File: config.mk
export PLATFORM = sky130hd
export DESIGN_NAME = i2c_cmd_sink
export DESIGN_NICKNAME = d
export VERILOG_FILES = /design/src/rtl/i2c_cmd_pkg.sv /design/src/rtl/i2c_line_sync.sv /design/src/rtl/i2c_bit_shifter.sv /design/src/rtl/i2c_cmd_sink.sv
export SDC_FILE = /design/constraint.sdc
export NUM_CORES = 1
export LEC_CHECK = 0
export BUFFER_PORTS_ARGS = -buffer_cell sky130_fd_sc_hd__buf_4
export CORE_MARGIN = 10
export CORE_UTILIZATION = 50
export DETAILED_ROUTE_END_ITERATION = 8
export HOLD_SLACK_MARGIN = 0.12
export PLACE_DENSITY = 0.76
export SETUP_SLACK_MARGIN = 0.3
export SLEW_MARGIN = 20
export SYNTH_ARGS = -nofsm -noshare
export SYNTH_HDL_FRONTEND = slang
export SYNTH_SLANG_ARGS = --single-unit
File: constraint.sdc
create_clock -name clk -period 3.05 [get_ports clk]
set_input_delay 0.1525 -clock clk [delete_from_list [all_inputs] [get_ports clk]]
set_output_delay 0.1525 -clock clk [all_outputs]
set_load 0.01 [all_outputs]
File: src/rtl/i2c_cmd_pkg.sv
package i2c_cmd_pkg;
  typedef enum logic [1:0] {
    FR_IDLE,
    FR_ADDR,
    FR_DATA,
    FR_SKIP
  } frame_state_t;
endpackage

File: src/rtl/i2c_line_sync.sv
module i2c_line_sync #(
  parameter int STAGES = 2,
  parameter int LINES  = 2
) (
  input  logic             clk,
  input  logic             rst_n,
  input  logic [LINES-1:0] raw_i,
  output logic [LINES-1:0] sync_o,
  output logic [LINES-1:0] prev_o
);
  for (genvar g = 0; g < LINES; g++) begin : g_line
    logic [STAGES-1:0] chain;
    logic              prev_r;
    always_ff @(posedge clk or negedge rst_n) begin
      if (!rst_n) begin
        chain  <= '1;
        prev_r <= 1'b1;
      end else begin
        chain  <= {chain[STAGES-2:0], raw_i[g]};
        prev_r <= chain[STAGES-1];
      end
    end
    assign sync_o[g] = chain[STAGES-1];
    assign prev_o[g] = prev_r;
  end
endmodule

File: src/rtl/i2c_bit_shifter.sv
module i2c_bit_shifter #(
  parameter int BYTE_W = 8,
  localparam int CNT_W = $clog2(BYTE_W + 1)
) (
  input  logic              clk,
  input  logic              rst_n,
  input  logic              clear_i,
  input  logic              scl_rise_i,
  input  logic              scl_fall_i,
  input  logic              sda_i,
  output logic [BYTE_W-1:0] byte_o,
  output logic              byte_done_o,
  output logic              ack_end_o,
  output logic              in_ack_o
);
  localparam logic [CNT_W-1:0] FULL = CNT_W'(BYTE_W);
  logic [CNT_W-1:0] cnt;

  assign byte_done_o = !clear_i && scl_fall_i && !in_ack_o && (cnt == FULL);
  assign ack_end_o   = !clear_i && scl_fall_i && in_ack_o;

  always_ff @(posedge clk or negedge rst_n) begin
    if (!rst_n) begin
      cnt      <= '0;
      in_ack_o <= 1'b0;
      byte_o   <= '0;
    end else if (clear_i) begin
      cnt      <= '0;
      in_ack_o <= 1'b0;
    end else if (byte_done_o) begin
      in_ack_o <= 1'b1;
    end else if (ack_end_o) begin
      in_ack_o <= 1'b0;
      cnt      <= '0;
    end else if (scl_rise_i && !in_ack_o && (cnt != FULL)) begin
      byte_o <= {byte_o[BYTE_W-2:0], sda_i};
      cnt    <= cnt + CNT_W'(1);
    end
  end


  clear_chk: assert property (@(posedge clk) disable iff (!rst_n)
    clear_i |=> (cnt == '0) && !in_ack_o);
endmodule

File: src/rtl/i2c_cmd_sink.sv
module i2c_cmd_sink
  import i2c_cmd_pkg::*;
#(
  parameter logic [6:0] GLOBAL_ADDR = 7'h73,
  parameter int FRAME_BYTES = 3,
  parameter int SYNC_STAGES = 2,
  localparam int BYTE_W = 8,
  localparam int WORD_W = BYTE_W * FRAME_BYTES
) (
  input  logic              clk,
  input  logic              rst_n,
  input  logic              scl_i,
  input  logic              sda_i,
  input  logic [6:0]        own_addr_i,
  output logic              sda_pull_o,
  output logic              cmd_valid_o,
  output logic [WORD_W-1:0] cmd_word_o
);
  localparam int CNT_W = $clog2(FRAME_BYTES + 1);
  localparam logic [CNT_W-1:0] LAST = CNT_W'(FRAME_BYTES - 1);
  localparam logic [CNT_W-1:0] FULL = CNT_W'(FRAME_BYTES);

  logic [1:0] line_s, line_q;
  logic scl_s, sda_s, scl_q, sda_q;
  logic start_ev, stop_ev, scl_rise, scl_fall;
  logic [BYTE_W-1:0] rx_byte;
  logic byte_done, ack_end, in_ack, addr_hit;
  frame_state_t st;
  logic [CNT_W-1:0] nbytes;
  logic [WORD_W-1:0] word_acc;

  i2c_line_sync #(.STAGES(SYNC_STAGES), .LINES(2)) u_sync (
    .clk(clk), .rst_n(rst_n), .raw_i({sda_i, scl_i}),
    .sync_o(line_s), .prev_o(line_q)
  );

  assign scl_s    = line_s[0];
  assign sda_s    = line_s[1];
  assign scl_q    = line_q[0];
  assign sda_q    = line_q[1];
  assign start_ev = scl_s && scl_q && sda_q && !sda_s;
  assign stop_ev  = scl_s && scl_q && !sda_q && sda_s;
  assign scl_rise = scl_s && !scl_q;
  assign scl_fall = !scl_s && scl_q;

  i2c_bit_shifter #(.BYTE_W(BYTE_W)) u_shift (
    .clk(clk), .rst_n(rst_n),
    .clear_i(start_ev || stop_ev || (st == FR_IDLE)),
    .scl_rise_i(scl_rise), .scl_fall_i(scl_fall), .sda_i(sda_s),
    .byte_o(rx_byte), .byte_done_o(byte_done), .ack_end_o(ack_end),
    .in_ack_o(in_ack)
  );

  assign addr_hit = (rx_byte[7:1] == own_addr_i) || (rx_byte[7:1] == GLOBAL_ADDR);

  always_ff @(posedge clk or negedge rst_n) begin
    if (!rst_n) begin
      st          <= FR_IDLE;
      nbytes      <= '0;
      word_acc    <= '0;
      sda_pull_o  <= 1'b0;
      cmd_valid_o <= 1'b0;
      cmd_word_o  <= '0;
    end else begin
      cmd_valid_o <= 1'b0;
      if (start_ev) begin
        st         <= FR_ADDR;
        nbytes     <= '0;
        sda_pull_o <= 1'b0;
      end else if (stop_ev) begin
        st         <= FR_IDLE;
        sda_pull_o <= 1'b0;
      end else if (ack_end) begin
        sda_pull_o <= 1'b0;
      end else if (byte_done) begin
        case (st)
          FR_ADDR: begin
            if (addr_hit && !rx_byte[0]) begin
              st         <= FR_DATA;
              nbytes     <= '0;
              sda_pull_o <= 1'b1;
            end else begin
              st <= FR_SKIP;
            end
          end
          FR_DATA: begin
            if (nbytes != FULL) begin
              sda_pull_o <= 1'b1;
              nbytes     <= nbytes + CNT_W'(1);
              word_acc   <= {word_acc[WORD_W-BYTE_W-1:0], rx_byte};
              if (nbytes == LAST) begin
                cmd_valid_o <= 1'b1;
                cmd_word_o  <= {word_acc[WORD_W-BYTE_W-1:0], rx_byte};
              end
            end else begin
              st <= FR_SKIP;
            end
          end
          default: ;
        endcase
      end
    end
  end


  pull_in_ack_chk: assert property (@(posedge clk) disable iff (!rst_n)
    sda_pull_o |-> in_ack);

  pull_scl_low_chk: assert property (@(posedge clk) disable iff (!rst_n)
    $rose(sda_pull_o) |-> !scl_s);

  read_refused_chk: assert property (@(posedge clk) disable iff (!rst_n)
    (byte_done && !start_ev && !stop_ev && (st == FR_ADDR) && rx_byte[0]) |=> !sda_pull_o);

  extra_byte_chk: assert property (@(posedge clk) disable iff (!rst_n)
    (byte_done && !start_ev && !stop_ev && (st == FR_DATA) && (nbytes == FULL))
      |=> !sda_pull_o && !cmd_valid_o);

  valid_pulse_chk: assert property (@(posedge clk) disable iff (!rst_n)
    cmd_valid_o |=> !cmd_valid_o);

  start_release_chk: assert property (@(posedge clk) disable iff (!rst_n)
    start_ev |=> !sda_pull_o);
endmodule

Word level (Yosys, flattened, before mapping):

Index checks and enable logic that the tools add are counted.

* logic and storage cells: 112
* output and inout port bits: 26
* memory bits (read-only): 0
* memory bits (writable): 0
* latch bits: 0
* input port bits: 11
* memories kept: 0
* bits in registers: 65

* bitwise logic cells: 5
* order comparisons: 0
* divide/modulo/power cells: 0
* add/subtract/negate cells: 2
* eq/ne operators: 17
* shift operators: 0
* multiplexer cells: 35
* multiply operators: 0
* reductions and logical operators: 40

Operator list (count)
* 2-bit two-way mux: 11
* 1-bit two-way mux: 17
* 4-bit two-way mux: 4
* 1-bit logical AND: 14
* 4-bit AND reduction: 3
* 6-bit AND reduction: 2
* 3-bit nonzero test: 4
* 5-bit != test (second input constant): 2
* 3-bit != test (second input constant): 3
* 4-bit != test (second input constant): 2
* 2-bit case mux with 2 select lines: 2
* 4-bit nonzero test: 2
* 7-bit equality test: 1
* 7-bit equality test (second input constant): 1
* 1-bit logical NOT: 7
* 7-bit AND reduction: 1
* 2-bit != test (second input constant): 3
* 1-bit NOT: 5
* 5-bit nonzero test: 1
* 4-bit by 1-bit adder with 4-bit output (second input constant): 1
* 2-bit equality test (second input constant): 2
* 4-bit equality test (second input constant): 1
* 1-bit logical OR: 3
* 2-bit by 1-bit adder with 2-bit output (second input constant): 1
* 6 further kinds: 6

Longest topological paths before layout:

* word-level depth: 13
* mapped depth: 8
* depth with buffers taken out: 7

Hierarchy:

From an unflattened synthesis, not the netlist that was laid out.

* cells, all modules: 214
* area, all modules: 2912.8 um^2

By module, submodules not included
* i2c_cmd_sink: cells each 151, sequential area each 1151.1 um^2, area an instance 2062.0 um^2, times used 1
* i2c_bit_shifter: cells each 53, sequential area each 325.3 um^2, area an instance 663.1 um^2, times used 1
* i2c_line_sync: cells each 10, sequential area each 157.7 um^2, area an instance 187.7 um^2, times used 1

Worst setup path after synthesis:

Ideal clock, no wire load.

* path kind: reg2reg
* start point: reg st[0]
* end point: reg cmd_word_o[0]
* setup slack: 1045 ps
* period minus slack after synthesis: 2005 ps
* arrival time: 1881 ps
* data required time: 2925 ps
* library setup time: 125 ps
* path buffers: 2
* cell stages (with the launch flop): 8
* path through: dfrtp_1 -> inv_1 -> ha_1 -> nor4_4 -> and3_2 -> buf_2 -> buf_4 -> mux2_2

* longest elaborated chain between the ends: 7
* elaborated cells on any way between the ends: 10
* classes of those cells: 1 x eq/ne; 1 x bitwise; 8 x reduce/logical

RTL lines
* from (decl): RTL line i2c_cmd_sink.sv:28 `frame_state_t st;`
* from (signal assigned): RTL line i2c_cmd_sink.sv:58 `st <= FR_IDLE;`
* from (signal assigned): RTL line i2c_cmd_sink.sv:67 `st <= FR_ADDR;`
* from (signal assigned): RTL line i2c_cmd_sink.sv:71 `st <= FR_IDLE;`
* 2-bit logical NOT: RTL line i2c_cmd_sink.sv:48 `.clear_i(start_ev || stop_ev || (st == FR_IDLE)),`
* 1-bit logical OR: RTL line i2c_cmd_sink.sv:48
* 1-bit logical NOT: RTL line i2c_bit_shifter.sv:19, i2c_bit_shifter.sv:20
* 1-bit logical AND: RTL line i2c_bit_shifter.sv:19, i2c_bit_shifter.sv:20
* 1-bit logical AND, on equally long branches: RTL line i2c_bit_shifter.sv:19, i2c_bit_shifter.sv:20
* 1-bit logical AND / 1-bit NOT (equally long branches)
* 7-bit AND reduction (no source line) *
* to (signal assigned): RTL line i2c_cmd_sink.sv:93 `cmd_word_o <= {word_acc[WORD_W-BYTE_W-1:0], rx_byte};`
* to (decl): RTL line i2c_cmd_sink.sv:17 `output logic [WORD_W-1:0] cmd_word_o`

Every way passes the cells marked *; elsewhere a longest branch is shown, timed or not.
A chain may end at the register's enable or synchronous reset.

Worst setup path in the final report:

* start point: reg st[0]
* end point: reg cmd_word_o[8]

Same word-level chain as after synthesis.

==> metrics.md <==
| Metric | Value |
|---|---|
| Flops & latches, synth | `65` |
| Async S/R FF share, synth | `100.0%` |
| Max Fclk | `446.5 MHz` |
| Buffer and inverter count on the worst path | `1` |
| Total leakage power | `~1.6 nW` |
| Number of clock sinks | `65` |
| Proportion of netlist area held by the largest area contributor | `between 50% and 60%` |
| Width of the die | `approximately 94 µm` |
| Number of vias per cell | `slightly above 5` |
| DR DRC count | `0` |
| Post CTS Setup Buffer Count | `0` |
| Area of the core region | `between 5000 and 6000 µm²` |
| Buffer cell driving the clock tree root | `clkbuf_8` |
| TritonCTS clock tree | `yes` |
| Net count reported at finish | `around 260` |
| Antenna violations before repair | `0` |
| Fraction of layout cells with a size suffix above 1 | `between 40% and 50%` |
| Most numerous cell types in the synthesized netlist | `dfrtp_1 (59), mux2_2 (48), xor2_1 (9)` |
| Min cycle time layout | `about 2.2 ns` |
| Final setup violation count | `0` |
| Critical path startpoint category | `flop` |
| Syn_area_per_cell | `14.26 µm²` |
| Placer congestion estimate | `0.7654` |
| Slew margin rel. | `between 40% and 50%` |
| First-pass GRT wire length | `about 8500 µm` |
| Dominant delay contributor by cell family on the critical path | `simple AND/OR/NAND/NOR gates` |
| Dpl cells | `slightly below 300` |
| Pins Over Slew Limit | `0` |
| Unique cell type count in the Yosys netlist | `35` |
| Hold/Removal Path Class | `flop to flop` |
| Largest net degree at the start of global routing | `between 60 and 70` |
| Delay contributed by the slowest stage of the critical path | `slightly above 0.6 ns` |
| Full die area | `roughly 9000 µm²` |
| Number of global-route vias before repair | `approximately 1700` |
| Most common flop cell mapped by yosys | `dfrtp_1` |
| Synthesized netlist cell count | `around 190` |
| Critical path class | `flop to flop` |
| Fraction of the yosys area taken by sequential cells | `59.99%` |
| Number of CTS-inserted buffers | `9` |
| Clock network latency to the later pin of the worst-skew pair | `around 0.33 ns` |
| Worst Path Arrival | `~2.5 ns` |
| Overall Global Routing Usage | `about an eighth` |
| Drt pass-1 iters | `4` |
| Synth-to-layout area growth | `20.95%` |
| Worst VDD drop | `roughly 0.36 mV` |
| Remaining global-route overflow | `0` |
| RSZ-0062 raised after global routing | `false` |
| Effective utilization at floorplan | `between 50% and 60%` |
| Share of the clock period used by the worst path | `approximately 73%` |
| Endpoint class of the critical path | `flop` |
| Register clock-pin slew on the reported worst setup and hold paths | `0.07 ns` |
| Post-route ant nets | `0` |
| Max-cap violations | `0` |
| Clock Skews | `roughly 0.0067 ns` |
| Clk buf depth | `2` |
| Final std cells w/o fill | `around 310` |
| Cell area after synthesis | `approximately 2700 µm²` |
| Quantity of gates resized following cts | `0` |
| Data required time of the worst path | `roughly 3.3 ns` |
| Cell-by-cell trace of the critical path | `inv_1 > ha_1 > nor4_4 > and3_2 > mux2_2` |
| Overall routed net length | `~4900 µm` |
| Total Neg Setup Slack | `0 ns` |
| Count of vias placed by the detailed router | `about 1600` |
| Hold Fails Final Rpt | `0` |
| Worst slew pin tran | `between 0.7 and 0.8 ns` |
| Top-Level Pins | `37` |
| Antenna fix cells | `0` |
| Master of the slowest instance on the critical path | `and3_2` |
| Power per standard cell area | `approximately 600 nW/µm²` |
| Detailed placement HPWL | `approximately 3300 µm` |
| Number of rows in the core area | `26` |
| Cell accounting for the most synthesized area | `dfrtp_1` |
| Highest net fanout along the worst path | `25` |
| Synth warn | `0` |
| Port-buffer cells | `36` |
| Top-count cell post-synth | `dfrtp_1` |
| Height of the die | `roughly 94 µm` |
| Initial drt markers | `45` |
| Clock H-tree levels | `3` |
| Top cells by area, synth | `dfrtp_1 (54%), mux2_2 (20%), dfstp_2 (5.8%)` |
| Run status | `finished, final reports clean` |
| Total nets after synthesis | `about 210` |
| Average detailed-routed wire length per instance | `about 16 µm` |
| Number of enable flip-flop cells after synthesis | `0` |
layer usage:
metal,GRT usage (%),up-vias,share of wire (%)
li1,-,763,-
met2,18.49,30,47
met3,5.835,8,5.5
met5,0,-,0
met4,4.810,0,1.8
met1,15.33,804,46
worst register-to-register path: cells and delay by family (launching register included):
family	cells	cell delay, ns
muxes	1	0.42
DFF	1	0.37
adders and majority gates	1	0.24
buffers and inverters	1	0.07
and+or+nand+nor	2	1.01
worst paths after layout:
check                                                          from                                   to  slack (ns)  depth (start not counted)
worst max-delay path                              st[0]$_DFFE_PN0P_            cmd_word_o[8]$_DFFE_PN0P_        0.81                          5
worst min-delay path            u_sync.g_line[1].chain[0]$_DFF_PN1_  u_sync.g_line[1].chain[1]$_DFF_PN1_        0.36                          0
min in group asynchronous                                     rst_n                cmd_valid_o$_DFF_PN0_        0.45                          2
worst min register to register  u_sync.g_line[1].chain[0]$_DFF_PN1_  u_sync.g_line[1].chain[1]$_DFF_PN1_        0.36                          0
max in group asynchronous                                     rst_n              word_acc[8]$_DFFE_PN0P_        2.08                          2
worst max register to register                    st[0]$_DFFE_PN0P_            cmd_word_o[8]$_DFFE_PN0P_        0.81                          5
state kept, by name, summed over array words and instances (netlist names):
signal and cells:
sda_pull_o 1, u_shift.in_ack_o 1, cmd_word_o 24, word_acc 16
u_shift.byte_o 8, u_shift.cnt 4, u_sync.g_line.prev_r 2, u_sync.g_line.chain 4
st 2, nbytes 2, cmd_valid_o 1
repair_timing:
action | in CTS | in global routing
setup endpoints to repair | 0 | 0
hold buffers | 3 | 0
endpoints found under the hold margin | 61 | 0
through the flow:
step	setup slack (ns)	hold slack [ns]	area [µm²]	power [mW]	util (%)
after global routing	0.6019	0.3624	3294	2.031	63.29
after CTS	0.7688	0.3567	3294	1.958	63.29
after floorplan	1.045	-0.1431	2724	1.110	-
after detailed placement	0.7658	0.2619	3057	1.195	58.73
final	0.8103	0.3550	3294	1.935	63.29
after global placement	0.8110	0.2609	3057	1.182	58.73
cell usage in the layout (no fill, tap or decap):
master,synthesis,final
nor4_1,1,1
nand4b_1,1,1
dlygate4sd3_1,0,3
nand2_1,5,5
o21ai_0,3,3
inv_1,8,8
nand4_1,1,1
nor2_2,1,1
a211oi_1,1,1
or3_2,1,1
nand3b_2,1,1
a21o_1,1,1
buf_4,2,36
xor2_1,9,9
dfrtp_1,59,59
o211ai_2,1,1
a2bb2oi_1,1,1
a31oi_1,1,1
or4b_1,2,2
ha_1,7,7
and3_2,2,2
nor4_4,1,1
dfstp_2,6,6
nor3_1,3,3
o21bai_1,1,1
xnor2_1,2,2
clkbuf_1,0,2
nor3b_1,1,1
nand2b_1,1,1
nor2_1,7,7
bufinv_16,0,1
a22oi_1,1,1
mux2_2,48,48
clkinv_2,0,1
nand2b_4,1,1
nand3_1,2,2
nand3b_1,1,1
clkbuf_8,0,12
a21oi_1,6,6
kinds of logic (layout without fill, tap and decap cells):
family	after synthesis	in the layout	synth area share (%)
buffers and inverters	12	63	2.021
AO/OA/AOI/OAI	16	16	3.767
AND/OR/NAND/NOR	32	32	7.626
XOR/XNOR	11	11	3.537
adder cells (fa/ha/maj)	7	7	3.215
multiplexers	48	48	19.84
flip-flops	65	65	59.99
power by group:
group / internal [mW] / switching [mW]
clock: 0.444 / 0.307
sequential: 0.919 / 0.0981
combinational: 0.0880 / 0.0783
total: 1.45 / 0.484
cell type report:
| type | count | area, µm² |
|---|---|---|
| Clock buffer | 14 | 172.7 |
| Clock inverter | 2 | 35.03 |
| Fill cell | 410 | 1911 |
| Inverter | 8 | 30.03 |
| Multi-Input combinational cell | 114 | 1035 |
| Sequential cell | 65 | 1634 |
| Tap cell | 70 | 87.58 |
| Timing Repair Buffer | 39 | 300.3 |
(Power assumes the default switching activity.)
